$ cat config.mk
export PLATFORM = sky130hd
export DESIGN_NAME = hcsts_top
export DESIGN_NICKNAME = d
export VERILOG_FILES = /design/src/rtl/hcsts_pkg.sv /design/src/rtl/hcsts_event_bit.sv /design/src/rtl/hcsts_frame_wrap.sv /design/src/rtl/hcsts_run_ctrl.sv /design/src/rtl/hcsts_top.sv
export SDC_FILE = /design/constraint.sdc
export NUM_CORES = 1
export LEC_CHECK = 0
export BUFFER_PORTS_ARGS = -buffer_cell sky130_fd_sc_hd__buf_2
export CAP_MARGIN = 10
export CELL_PAD_IN_SITES_DETAIL_PLACEMENT = 1
export CELL_PAD_IN_SITES_GLOBAL_PLACEMENT = 1
export CORE_ASPECT_RATIO = 2
export CORE_MARGIN = 4
export CORE_UTILIZATION = 21
export CTS_BUF_LIST = sky130_fd_sc_hd__clkbuf_8
export CTS_CLUSTER_SIZE = 25
export DETAILED_ROUTE_END_ITERATION = 8
export HOLD_SLACK_MARGIN = 0.06
export MAX_ROUTING_LAYER = met4
export PLACE_DENSITY = 0.85
export REMOVE_ABC_BUFFERS = 1
export SLEW_MARGIN = 20
export SYNTH_ARGS = -nofsm -noshare
export SYNTH_HDL_FRONTEND = slang
export SYNTH_SLANG_ARGS = --single-unit
$ cat constraint.sdc
create_clock -name clk -period 1 [get_ports clk]
set_input_delay 0.1 -clock clk [delete_from_list [all_inputs] [get_ports clk]]
set_output_delay 0.1 -clock clk [all_outputs]
set_load 0.05 [all_outputs]
$ cat src/rtl/hcsts_pkg.sv
// Package: shared bit positions and size codes for the host status block.
// Assumes a 16-bit status word with six sticky event flags in the low bits.
package hcsts_pkg;
    localparam int STS_W    = 16;
    localparam int EVT_N    = 6;
    localparam int B_INT    = 0;
    localparam int B_ERR    = 1;
    localparam int B_PORT   = 2;
    localparam int B_WRAP   = 3;
    localparam int B_HSE    = 4;
    localparam int B_ADV    = 5;
    localparam int B_HALT   = 12;

    typedef enum logic [1:0] {
        FL_1024 = 2'd0,
        FL_512  = 2'd1,
        FL_256  = 2'd2,
        FL_RSVD = 2'd3
    } fl_size_e;
endpackage

$ cat src/rtl/hcsts_event_bit.sv
// Module: one sticky write-one-to-clear status flag.
// Assumes set and clear are single-cycle qualified strobes; set has priority.
module hcsts_event_bit (
    input  logic clk,
    input  logic rst_n,
    input  logic set_i,
    input  logic clr_i,
    output logic q_o
);
    // Hold the flag; a set in the same cycle as a clear keeps it high.
    always_ff @(posedge clk) begin
        if (!rst_n)
            q_o <= 1'b0;
        else if (set_i)
            q_o <= 1'b1;
        else if (clr_i)
            q_o <= 1'b0;
    end

    assert_set_wins_R11: assert property (@(posedge clk) disable iff (!rst_n)
        set_i |=> q_o);
    assert_w1c_clears_R10: assert property (@(posedge clk) disable iff (!rst_n)
        (clr_i && !set_i) |=> !q_o);
    assert_sticky_R10: assert property (@(posedge clk) disable iff (!rst_n)
        (q_o && !clr_i) |=> q_o);
endmodule

$ cat src/rtl/hcsts_frame_wrap.sv
// Module: detects frame list wrap as a toggle of a size-selected index bit.
// Assumes the size code may change at any time; it is applied each cycle
// against a stored copy of the same bit, so a size change alone never fires.
module hcsts_frame_wrap #(
    parameter int FI_W = 14
) (
    input  logic            clk,
    input  logic            rst_n,
    input  logic [FI_W-1:0] frindex,
    input  logic [1:0]      fl_size,
    output logic            wrap_evt
);
    import hcsts_pkg::*;

    localparam int TOP_BIT = FI_W - 1;
    localparam int MID_BIT = FI_W - 2;
    localparam int LOW_BIT = FI_W - 3;

    logic [2:0] prev_q;
    logic [2:0] cur;
    logic       armed_q;
    logic       sel_now;
    logic       sel_prev;

    assign cur = {frindex[TOP_BIT], frindex[MID_BIT], frindex[LOW_BIT]};

    // Pick the watched bit from the current size code.
    always_comb begin
        unique case (fl_size_e'(fl_size))
            FL_1024: begin sel_now = cur[2]; sel_prev = prev_q[2]; end
            FL_512:  begin sel_now = cur[1]; sel_prev = prev_q[1]; end
            default: begin sel_now = cur[0]; sel_prev = prev_q[0]; end
        endcase
    end

    // Capture the three candidate bits and arm after the first sample.
    always_ff @(posedge clk) begin
        if (!rst_n) begin
            prev_q  <= '0;
            armed_q <= 1'b0;
        end else begin
            prev_q  <= cur;
            armed_q <= 1'b1;
        end
    end

    assign wrap_evt = armed_q && (sel_now != sel_prev);

    assert_wrap_needs_change_R6: assert property (@(posedge clk) disable iff (!rst_n)
        wrap_evt |-> (cur != prev_q));
endmodule

$ cat src/rtl/hcsts_run_ctrl.sv
// Module: run/stop bit, halted flag and async-advance doorbell.
// Assumes host_err and async_adv are single-cycle pulses and that
// sched_idle is a level from the schedule engine.
module hcsts_run_ctrl (
    input  logic clk,
    input  logic rst_n,
    input  logic cmd_wr,
    input  logic cmd_run,
    input  logic doorbell_ring,
    input  logic async_adv,
    input  logic host_err,
    input  logic sched_idle,
    output logic run_stop,
    output logic halted,
    output logic doorbell_pend,
    output logic adv_evt
);
    logic run_next;

    // Next run/stop value: a bus error forces stop over any software write.
    always_comb begin
        run_next = run_stop;
        if (cmd_wr)
            run_next = cmd_run;
        if (host_err)
            run_next = 1'b0;
    end

    assign adv_evt = async_adv && doorbell_pend;

    // Run/stop register and halted tracking.
    always_ff @(posedge clk) begin
        if (!rst_n) begin
            run_stop <= 1'b0;
            halted   <= 1'b1;
        end else begin
            run_stop <= run_next;
            halted   <= run_next ? 1'b0 : (halted || sched_idle);
        end
    end

    // Doorbell request: consumed by an advance, re-armed by a ring.
    always_ff @(posedge clk) begin
        if (!rst_n)
            doorbell_pend <= 1'b0;
        else
            doorbell_pend <= doorbell_ring || (doorbell_pend && !async_adv);
    end

    assert_halt_low_when_run_R3: assert property (@(posedge clk) disable iff (!rst_n)
        run_stop |-> !halted);
    assert_halt_on_idle_R3: assert property (@(posedge clk) disable iff (!rst_n)
        (!run_stop && !cmd_wr && sched_idle) |=> halted);
    assert_err_stops_run_R5: assert property (@(posedge clk) disable iff (!rst_n)
        host_err |=> !run_stop);
    assert_adv_consumes_R4: assert property (@(posedge clk) disable iff (!rst_n)
        (adv_evt && !doorbell_ring) |=> !doorbell_pend);
endmodule

$ cat src/rtl/hcsts_top.sv
// Module: host controller status word, event collection and interrupt line.
// Assumes all event inputs are single-cycle pulses except port_owner,
// force_resume, sched_idle and frindex, which are levels.
module hcsts_top #(
    parameter int NPORTS = 4,
    parameter int FI_W   = 14
) (
    input  logic              clk,
    input  logic              rst_n,
    input  logic              cmd_wr,
    input  logic              cmd_run,
    input  logic              doorbell_ring,
    input  logic [1:0]        fl_size,
    input  logic              sched_idle,
    input  logic              async_adv,
    input  logic              td_done,
    input  logic              td_ioc,
    input  logic              td_err,
    input  logic              short_pkt,
    input  logic [NPORTS-1:0] port_chg,
    input  logic [NPORTS-1:0] port_owner,
    input  logic [NPORTS-1:0] force_resume,
    input  logic              err_parity,
    input  logic              err_mabort,
    input  logic              err_tabort,
    input  logic [FI_W-1:0]   frindex,
    input  logic              sts_wr,
    input  logic [15:0]       sts_wdata,
    input  logic [5:0]        intr_en,
    output logic [15:0]       sts_rdata,
    output logic              run_stop,
    output logic              doorbell_pend,
    output logic              irq
);
    import hcsts_pkg::*;

    logic [EVT_N-1:0]  evt_set;
    logic [EVT_N-1:0]  evt_clr;
    logic [EVT_N-1:0]  evt_q;
    logic [NPORTS-1:0] fr_q;
    logic              host_err;
    logic              adv_evt;
    logic              wrap_evt;
    logic              halted;

    assign host_err = err_parity || err_mabort || err_tabort;

    // Remember force-resume levels to find their rising edges.
    always_ff @(posedge clk) begin
        if (!rst_n)
            fr_q <= '0;
        else
            fr_q <= force_resume;
    end

    // Map incoming events onto the six sticky flags.
    always_comb begin
        evt_set         = '0;
        evt_set[B_INT]  = (td_done && td_ioc) || short_pkt;
        evt_set[B_ERR]  = td_done && td_err;
        evt_set[B_PORT] = |(port_chg & ~port_owner) || |(force_resume & ~fr_q);
        evt_set[B_WRAP] = wrap_evt;
        evt_set[B_HSE]  = host_err;
        evt_set[B_ADV]  = adv_evt;
    end

    assign evt_clr = sts_wr ? sts_wdata[EVT_N-1:0] : '0;

    hcsts_run_ctrl u_run (
        .clk           (clk),
        .rst_n         (rst_n),
        .cmd_wr        (cmd_wr),
        .cmd_run       (cmd_run),
        .doorbell_ring (doorbell_ring),
        .async_adv     (async_adv),
        .host_err      (host_err),
        .sched_idle    (sched_idle),
        .run_stop      (run_stop),
        .halted        (halted),
        .doorbell_pend (doorbell_pend),
        .adv_evt       (adv_evt)
    );

    hcsts_frame_wrap #(.FI_W(FI_W)) u_wrap (
        .clk      (clk),
        .rst_n    (rst_n),
        .frindex  (frindex),
        .fl_size  (fl_size),
        .wrap_evt (wrap_evt)
    );

    for (genvar g = 0; g < EVT_N; g++) begin : g_flag
        hcsts_event_bit u_bit (
            .clk   (clk),
            .rst_n (rst_n),
            .set_i (evt_set[g]),
            .clr_i (evt_clr[g]),
            .q_o   (evt_q[g])
        );
    end

    // Assemble the readable word; unused positions are tied low.
    always_comb begin
        sts_rdata                = '0;
        sts_rdata[EVT_N-1:0]     = evt_q;
        sts_rdata[B_HALT]        = halted;
    end

    // Registered interrupt request from the enabled flags.
    always_ff @(posedge clk) begin
        if (!rst_n)
            irq <= 1'b0;
        else
            irq <= |(evt_q & intr_en);
    end

    assert_irq_follows_R12: assert property (@(posedge clk) disable iff (!rst_n)
        (|(evt_q & intr_en)) |=> irq);
    assert_irq_drops_R12: assert property (@(posedge clk) disable iff (!rst_n)
        !(|(evt_q & intr_en)) |=> !irq);
    assert_err_sets_hse_R5: assert property (@(posedge clk) disable iff (!rst_n)
        host_err |=> (evt_q[B_HSE] && !run_stop));
    assert_both_flags_R8: assert property (@(posedge clk) disable iff (!rst_n)
        (td_done && td_ioc && td_err) |=> (evt_q[B_INT] && evt_q[B_ERR]));
endmodule

### Word level (Yosys, flattened, before mapping)

Index checks and enable logic that the tools add are counted.

* output and inout bits: 19
* input bits: 65
* bits in registers: 18

* reduce and logical (&&, ||, !) cells: 22
* bitwise operators: 5
* mux-type cells: 19
* equality and inequality tests: 2

Operators with widths (number)
* 1-bit two-way mux: 16
* 2-bit nonzero test: 6
* 4-bit bitwise AND: 2
* 4-bit inverter: 2
* 4-bit OR reduction: 2
* 6-bit bitwise AND: 1
* 1-bit logical OR: 6
* 6-bit two-way mux: 1
* 6-bit OR reduction: 1
* 1-bit logical AND: 5
* 1-bit one-hot mux with 2 select lines: 2
* 2-bit by 1-bit == test with 1-bit output, second input constant: 1
* 2-bit logical NOT: 1
* 1-bit logical NOT: 1
* 1-bit inequality test: 1

### Depth between registers and ports, before layout

Gate-level depths: netlist of the first run.

* word-level depth: 5
* depth in mapped cells: 4

### Modules after synthesis

A second synthesis of the first run with hierarchy kept.

* cell total of the unflattened synthesis: 89
* area total of the unflattened synthesis: 857.1 um^2

Modules (own cells, without submodules)
* hcsts_top: area each 346.6 um^2, times used 1, cells each 47
* hcsts_event_bit: area each 41.3 um^2, times used 6, cells each 3
* hcsts_frame_wrap: area each 150.1 um^2, times used 1, cells each 13
* hcsts_run_ctrl: area each 112.6 um^2, times used 1, cells each 11

### Least setup slack after synthesis of the first run

No wires, ideal clock.

* kind: reg-to-reg
* start point: register u_run.run_stop
* end point: register u_run.halted
* stages on the path, launching flop included: 4
* arrival: 1.036 ns
* slack: -0.165 ns
* data required time: 0.871 ns
* path through: dfxtp_1 mux2i_1 nor4_1 o21ai_0

* cells in the longest elaborated chain, start to end: 3

RTL lines
* from (decl): RTL line hcsts_run_ctrl.sv:13 `output logic run_stop,`
* from (signal assigned): RTL line hcsts_run_ctrl.sv:37 `run_stop <= run_next;`
* 1-bit two-way mux: RTL line hcsts_run_ctrl.sv:23 `if (cmd_wr)`
* 1-bit two-way mux: RTL line hcsts_run_ctrl.sv:25 `if (host_err)`
* 1-bit two-way mux: RTL line hcsts_run_ctrl.sv:38 `halted <= run_next ? 1'b0 : (halted || sched_idle);`
* to (signal assigned): RTL line hcsts_run_ctrl.sv:38
* to (decl): RTL line hcsts_run_ctrl.sv:14 `output logic halted,`

No other way between the ends.
A chain may end at the register's enable or synchronous reset.

==> impl_results.md, run 1 <==
* Status: completed
* CTS tree: yes
* Post-synthesis xor/xnor area fraction at between 3 and 4%
* First-pass GRT wire length at roughly 3.4 mm
* Worst hold start: short_pkt
* Final instance area at approximately 1100 µm²
* Final nets at 207
* First element of the critical path: g_flag[2].u_bit.q_o$_SDFFE_PN0P_
* Leakage at 0.566 nW
* Number of cell rows at 31
* Diode count at 0
* Post-Syn Instances at 91
* CP Max Fanout at 2
* Root Driver: clkbuf_8
* Fmax at around 1000 MHz
* Maximum VDD drop at 862 µV
* Min-delay worst type: in2reg
* Final worst hold slack at ~70 ps
* Layout Skew at 0.440 ps
* Dpl hpwl at around 1.8 mm
* Synth Warn # at 0
* Worst Path Arrival at 1090 ps
* Io pins at between 80 and 90
* Post-synthesis cell type count at 25
* Post-synthesis mux area share at 1.23%
* WS Path Type: reg2reg
* H-Tree Level Count at 1
* Final Slew Violations at 0
* Sequential fraction of the synthesis area at 44.4%
* Setup Buffers After CTS at 0
* Period utilisation layout at ~95%
* Grt ovf at 0
* R2r startpoint: g_flag[2].u_bit.q_o$_SDFFE_PN0P_
* CTS clk-pin slew, worst paths at ~70 ps
* Gr usage total at a little under a tenth
* Routed wire length at approximately 2.2 mm
* Initial Util at about 22%
* Max-cap violation count at 0
* Register area at about 360 µm²
* Die width at just over 50 µm
* Vias in the first global route at 821
* RSZ-0062 raised after global routing: no
* Synthesized area per cell at approximately 9 µm²
* Chip Height at ~96 µm
* DR pass1 iterations at 4
* Crit start category: register
* Vias at approximately 800
* Final setup violation count at 0
* Compound-cell area share of the yosys netlist at between 10% and 20%
* Worst Path Required at around 1100 ps
* Clock Latency Late Sink at ~250 ps
* Antenna-violating nets left at 0
* Worst R2R Setup Slack at around 46 ps
* I/O Buffers at 53
* Crit. End Element: register
* Synth Area in Simple Gates at between 10 and 15%
* Multi-input gate area at between 300 and 400 µm²
* Gpl congestion at between 0.6 and 0.7
* Ratio of cells with drive above 1 in the final layout at roughly 43%
* Fillers at approximately 470
* Final hold viol count at 0
* Post-Synth Adder-Cell Area at 0%
* Cell Area, Synth at 812 µm²
* Initial DRC Count at 5
* Initial antenna violation count at 0
* Clock sinks at 18
* Tmin final at 954 ps
* DR WL/cell at 11.5 µm
* Die area at 4990 µm²
* Deepest clock path buffer count at 2
* Pwr dens at between 1500 and 2000 nW/µm²
* Placed Area at between 1000 and 1500 µm²
* Vias per cell at ~4.1
* TritonCTS buffer count at 3
* Synthesized flop and latch total at 18
* Largest family of logic cells by synthesized area: buffers and inverters
* CORE AREA at around 3700 µm²
* Number of remaining DRC errors at 0
* Area delta synth->final at 40.1%
* Largest net degree at the start of global routing at 11
[registers in the layout (all words and copies together) (netlist names)]
| signal | cells |
|---|---|
| g_flag.u_bit.q_o | 6 |
| fr_q | 4 |
| u_wrap.prev_q | 3 |
| irq | 1 |
| u_run.doorbell_pend | 1 |
| u_run.halted | 1 |
| u_run.run_stop | 1 |
| u_wrap.armed_q | 1 |
[cell usage after synthesis]
library cell	number	share of area (%)
a21boi_1	1	0.92
a32o_1	1	1.2
a221oi_1	1	1.1
o21ai_0	1	0.62
a2111oi_2	1	1.8
xnor2_1	3	3.2
o2111ai_1	1	1.1
inv_2	1	0.46
nand2_1	6	2.8
o41a_1	1	1.4
conb_1	1	0.46
nor2b_1	1	0.77
o22ai_1	2	1.5
nor2_1	11	5.1
a21oi_1	2	1.2
and2_1	4	3.1
a22oi_1	6	5.5
nor4_1	1	0.77
inv_1	6	2.8
clkbuf_2	1	0.62
nand2b_1	3	2.3
buf_4	16	15
a31oi_1	1	0.77
dfxtp_1	18	44
mux2i_1	1	1.2
[worst max-delay path, stage by stage (launching register included)]
cell and delay [ps]:
dfxtp_1 310, a21boi_1 120, o41a_1 410
[final timing paths]
path	endpoint	depth (start not counted)
setup / recovery	g_flag[2].u_bit.q_o$_SDFFE_PN0P_	2
hold / removal	g_flag[0].u_bit.q_o$_SDFFE_PN0P_	3
setup reg to reg	g_flag[2].u_bit.q_o$_SDFFE_PN0P_	2
hold reg to reg	u_run.halted$_SDFF_PN1_	2
[layout by cell type, fill, tap and decap left out, types with 2 or more instances in the layout]
cell,netlist,routed
dfxtp_1,18,18
nand2b_1,3,3
inv_1,6,6
and2_1,4,4
xnor2_1,3,3
a21oi_1,2,2
a22oi_1,6,6
nor2_1,11,11
buf_4,16,6
buf_2,0,46
o22ai_1,2,2
nand2_1,6,6
conb_1,1,9
clkbuf_8,0,4
[stage by stage]
step	cells	setup TNS (ps)	total power, W	utilization, %	setup slack, ps
2_1_floorplan	82	-501	0.00104	-	-178
3_3_place_gp	185	0	0.00118	28.5	52.6
3_5_place_dp	185	0	0.00119	28.5	46.4
4_1_cts	190	0	0.00180	30.4	0.377
5_1_grt	190	0	0.00188	30.9	5.45
6_report	190	0	0.00177	30.9	46.0
[area by class of cell]
type	count	share of cell area, %
flip-flops and latches	18	31.7
multi-input cells	57	29.0
repair buffers	55	26.7
well taps	49	5.39
clock buffers	4	4.84
inverters	7	2.31
[power by group]
| part | leakage [nW] | switching [W] | internal, W |
|---|---|---|---|
| clock network | 0.0288 | 0.000240 | 0.000349 |
| logic | 0.388 | 0.000256 | 0.000146 |
| registers | 0.150 | 0.0000220 | 0.000759 |
[metal layers]
| metal | vias up | track usage (%) | part of all wire (%) |
|---|---|---|---|
| li1 | 380 | - | - |
| met1 | 349 | 9.58 | 36 |
| met2 | 55 | 16.5 | 49 |
| met3 | 2 | 2.33 | 13 |
| met4 | 0 | 3.94 | 0.87 |
| met5 | - | - | 0 |
[cells by family after synthesis]
group                     Yosys count
and+or+nand+nor                    26
buffers and inverters              24
AOI/OAI and AO/OA                  18
xor gates and xnor gates            3
other                               1
DFF                                18
muxes                               1
[what timing repair did]
item	CTS	global route
hold endpoints to repair	1	0
hold buffers	1	0
resized for setup	2	10
setup endpoints to repair	2	6
Note: power is estimated with default switching activity, not from simulation.
==> inputs of run 2 (changes only) <==
- CORE_ASPECT_RATIO: 2 -> 1.4
==> impl_results.md, run 2 (same netlist as run 1, synthesis figures left out) <==
* Clock Latency Late Sink at 250 ps (about the same)
* First-pass GRT wire length at 3.29 mm (-3.4%)
* Initial antenna violation count at 0 (unchanged)
* Commonest non-fill, non-tap cell in the layout: buf_2
* Leakage at 0.568 nW (+0.33%)
* Worst R2R Setup Slack at 60 ps (about the same)
* CTS clk-pin slew, worst paths at 70 ps (about the same)
* Vias at 773 (-1.7%)
* Top flop regs: g_flag.u_bit.q_o (6), fr_q (4), u_wrap.prev_q (3)
* Initial DRC Count at 18 (+13)
* WS Path Type: reg2out
* Gr usage total at 9.18% (-0.19 points)
* Antenna-violating nets left at 0 (unchanged)
* Layout Skew at 1.12 ps (+0.677 ps)
* M1 GR Usage at 9.60% (+0.018 points)
* Die area at 4940 µm² (-0.93%)
* Area delta synth->final at 40.2%
* Final setup violation count at 0 (unchanged)
* Met2 usage at 15.8% (-0.69 points)
* Commonest non-fill, non-tap cells in the layout: 46 x buf_2, 18 x dfxtp_1, 11 x nor2_1
* Initial Util at 22.1% (+0.053 points)
* CTS tree: yes
* Largest register FFs at 6 (unchanged)
* Crit. End Element: primary output
* Finished Layout Cells at 183 (-3.7%)
* DP Cell Count at 178 (-3.8%)
* Io pins at 84 (unchanged)
* Dpl hpwl at 1.87 mm (+3.1%)
* Gpl congestion at 0.653 (+8.4%)
* Final nets at 207 (unchanged)
* Max-cap violation count at 0 (unchanged)
* Clock sinks at 18 (unchanged)
* Grt ovf at 0 (unchanged)
* Global routing's busiest layer: met2
* Status: completed
* Chip Height at 81.6 µm (-15%)
* Deepest clock path buffer count at 2 (unchanged)
* CORE AREA at 3680 µm² (-0.24%)
* CP Max Fanout at 2 (unchanged)
* Tmin final at 950 ps (-4.25 ps)
* Ratio of cells with drive above 1 in the final layout at 43.3% (+0.71 points)
* H-Tree Level Count at 1 (unchanged)
* Fillers at 460 (-1.1%)
* Worst stage delay on the critical path at 340 ps (-70 ps)
* Largest net degree at the start of global routing at 11 (unchanged)
* Crit-path slowest cell: dfxtp_1
* Crit-path leading delay family: flip-flops
* Total negative slack at 0 ps (unchanged)
* Final hold viol count at 0 (unchanged)
* Min-delay worst type: in2reg
* Largest register by flop count: g_flag.u_bit.q_o
* Diode count at 0 (unchanged)
* Grt met3 use at 3.14% (+0.82 points)
* Root Driver: clkbuf_8
* Worst Path Arrival at 850 ps (-240 ps)
* Die width at 60.6 µm (+17%)
* RSZ-0062 raised after global routing: no
* Routed wire length at 2.19 mm (+0.50%)
* I/O Buffers at 53 (unchanged)
* Maximum VDD drop at 735 µV (-15%)
* CP bufs+invs at 1 (+1)
* DR pass1 iterations at 3 (-1)
* DR WL/cell at 12.0 µm (+4.3%)
* Period utilisation layout at 95.0% (-0.42 points)
* Vias in the first global route at 778 (-5.2%)
* TritonCTS buffer count at 3 (unchanged)
* Vias per cell at 4.22 (+2.1%)
* Number of cell rows at 26 (-16%)
* Final Slew Violations at 0 (unchanged)
* Fmax at 1050 MHz (+0.45%)
* Crit start category: register
* Pwr dens at 1550 nW/µm² (-0.27%)
* Worst Path Required at 900 ps (-240 ps)
* Crit-path cells: buf_2
* Number of remaining DRC errors at 0 (unchanged)
==> run 2: changes by cell type in the layout (fill, tap and decap cells not counted) <==
| cell | previous run | this run |
|---|---|---|
| buf_6 | 1 | 0 |
| nor4_1 | 1 | 0 |
| buf_8 | 0 | 1 |
| nor4_2 | 0 | 1 |
==> run 2: path summary, 6_finish.rpt <==
path,from,endpoint,depth (start not counted)
max,u_run.run_stop$_SDFF_PN0_,run_stop,1
min,short_pkt,g_flag[0].u_bit.q_o$_SDFFE_PN0P_,3
max reg2reg,g_flag[2].u_bit.q_o$_SDFFE_PN0P_,g_flag[2].u_bit.q_o$_SDFFE_PN0P_,2
min reg2reg,u_run.halted$_SDFF_PN1_,u_run.halted$_SDFF_PN1_,2
==> run 2: through the flow <==
step | instance area [µm²] | setup WS [ps] | power, W | hold WS, ps | util [%]
2_1_floorplan | 717 | -178 | 0.00104 | 128 | -
3_3_place_gp | 1040 | 71.4 | 0.00118 | 303 | 28.4
3_5_place_dp | 1040 | 55.3 | 0.00119 | 331 | 28.4
4_1_cts | 1120 | 2.94 | 0.00180 | 75.8 | 30.5
5_1_grt | 1140 | 1.65 | 0.00189 | 74.9 | 31.0
6_report | 1140 | 50.2 | 0.00177 | 79.7 | 31.0
==> run 2: cell type report <==
| cell class | instances | area (µm²) | share of cell area, % |
|---|---|---|---|
| multi-input cells | 57 | 337 | 29.6 |
| clock buffers | 4 | 55.1 | 4.84 |
| inverters | 7 | 26.3 | 2.31 |
| flip-flops and latches | 18 | 360 | 31.6 |
| repair buffers | 55 | 308 | 27.0 |
| well taps | 42 | 52.6 | 4.62 |
==> run 2: metal layers <==
layer | part of all wire (%) | routed length (µm) | vias up
met3 | 14 | 314 | 2
met4 | 0.46 | 10 | 0
met5 | 0 | 0 | -
met2 | 49 | 1080 | 47
li1 | - | - | 379
met1 | 36 | 786 | 345
==> run 2: where the power goes <==
part	leakage (nW)	internal (W)	total [W]	switching, W
Sequential	0.150	0.000759	0.000781	0.0000221
Clock	0.0288	0.000349	0.000582	0.000233
Combinational	0.390	0.000148	0.000406	0.000258
Total	0.568	0.00126	0.00177	0.000513
==> run 2: what timing repair did <==
item	CTS	global route
setup endpoints to repair	5	4
endpoints found under the hold margin	1	0
hold buffers	1	0
buffers inserted	0	0
gates resized for setup	5	6
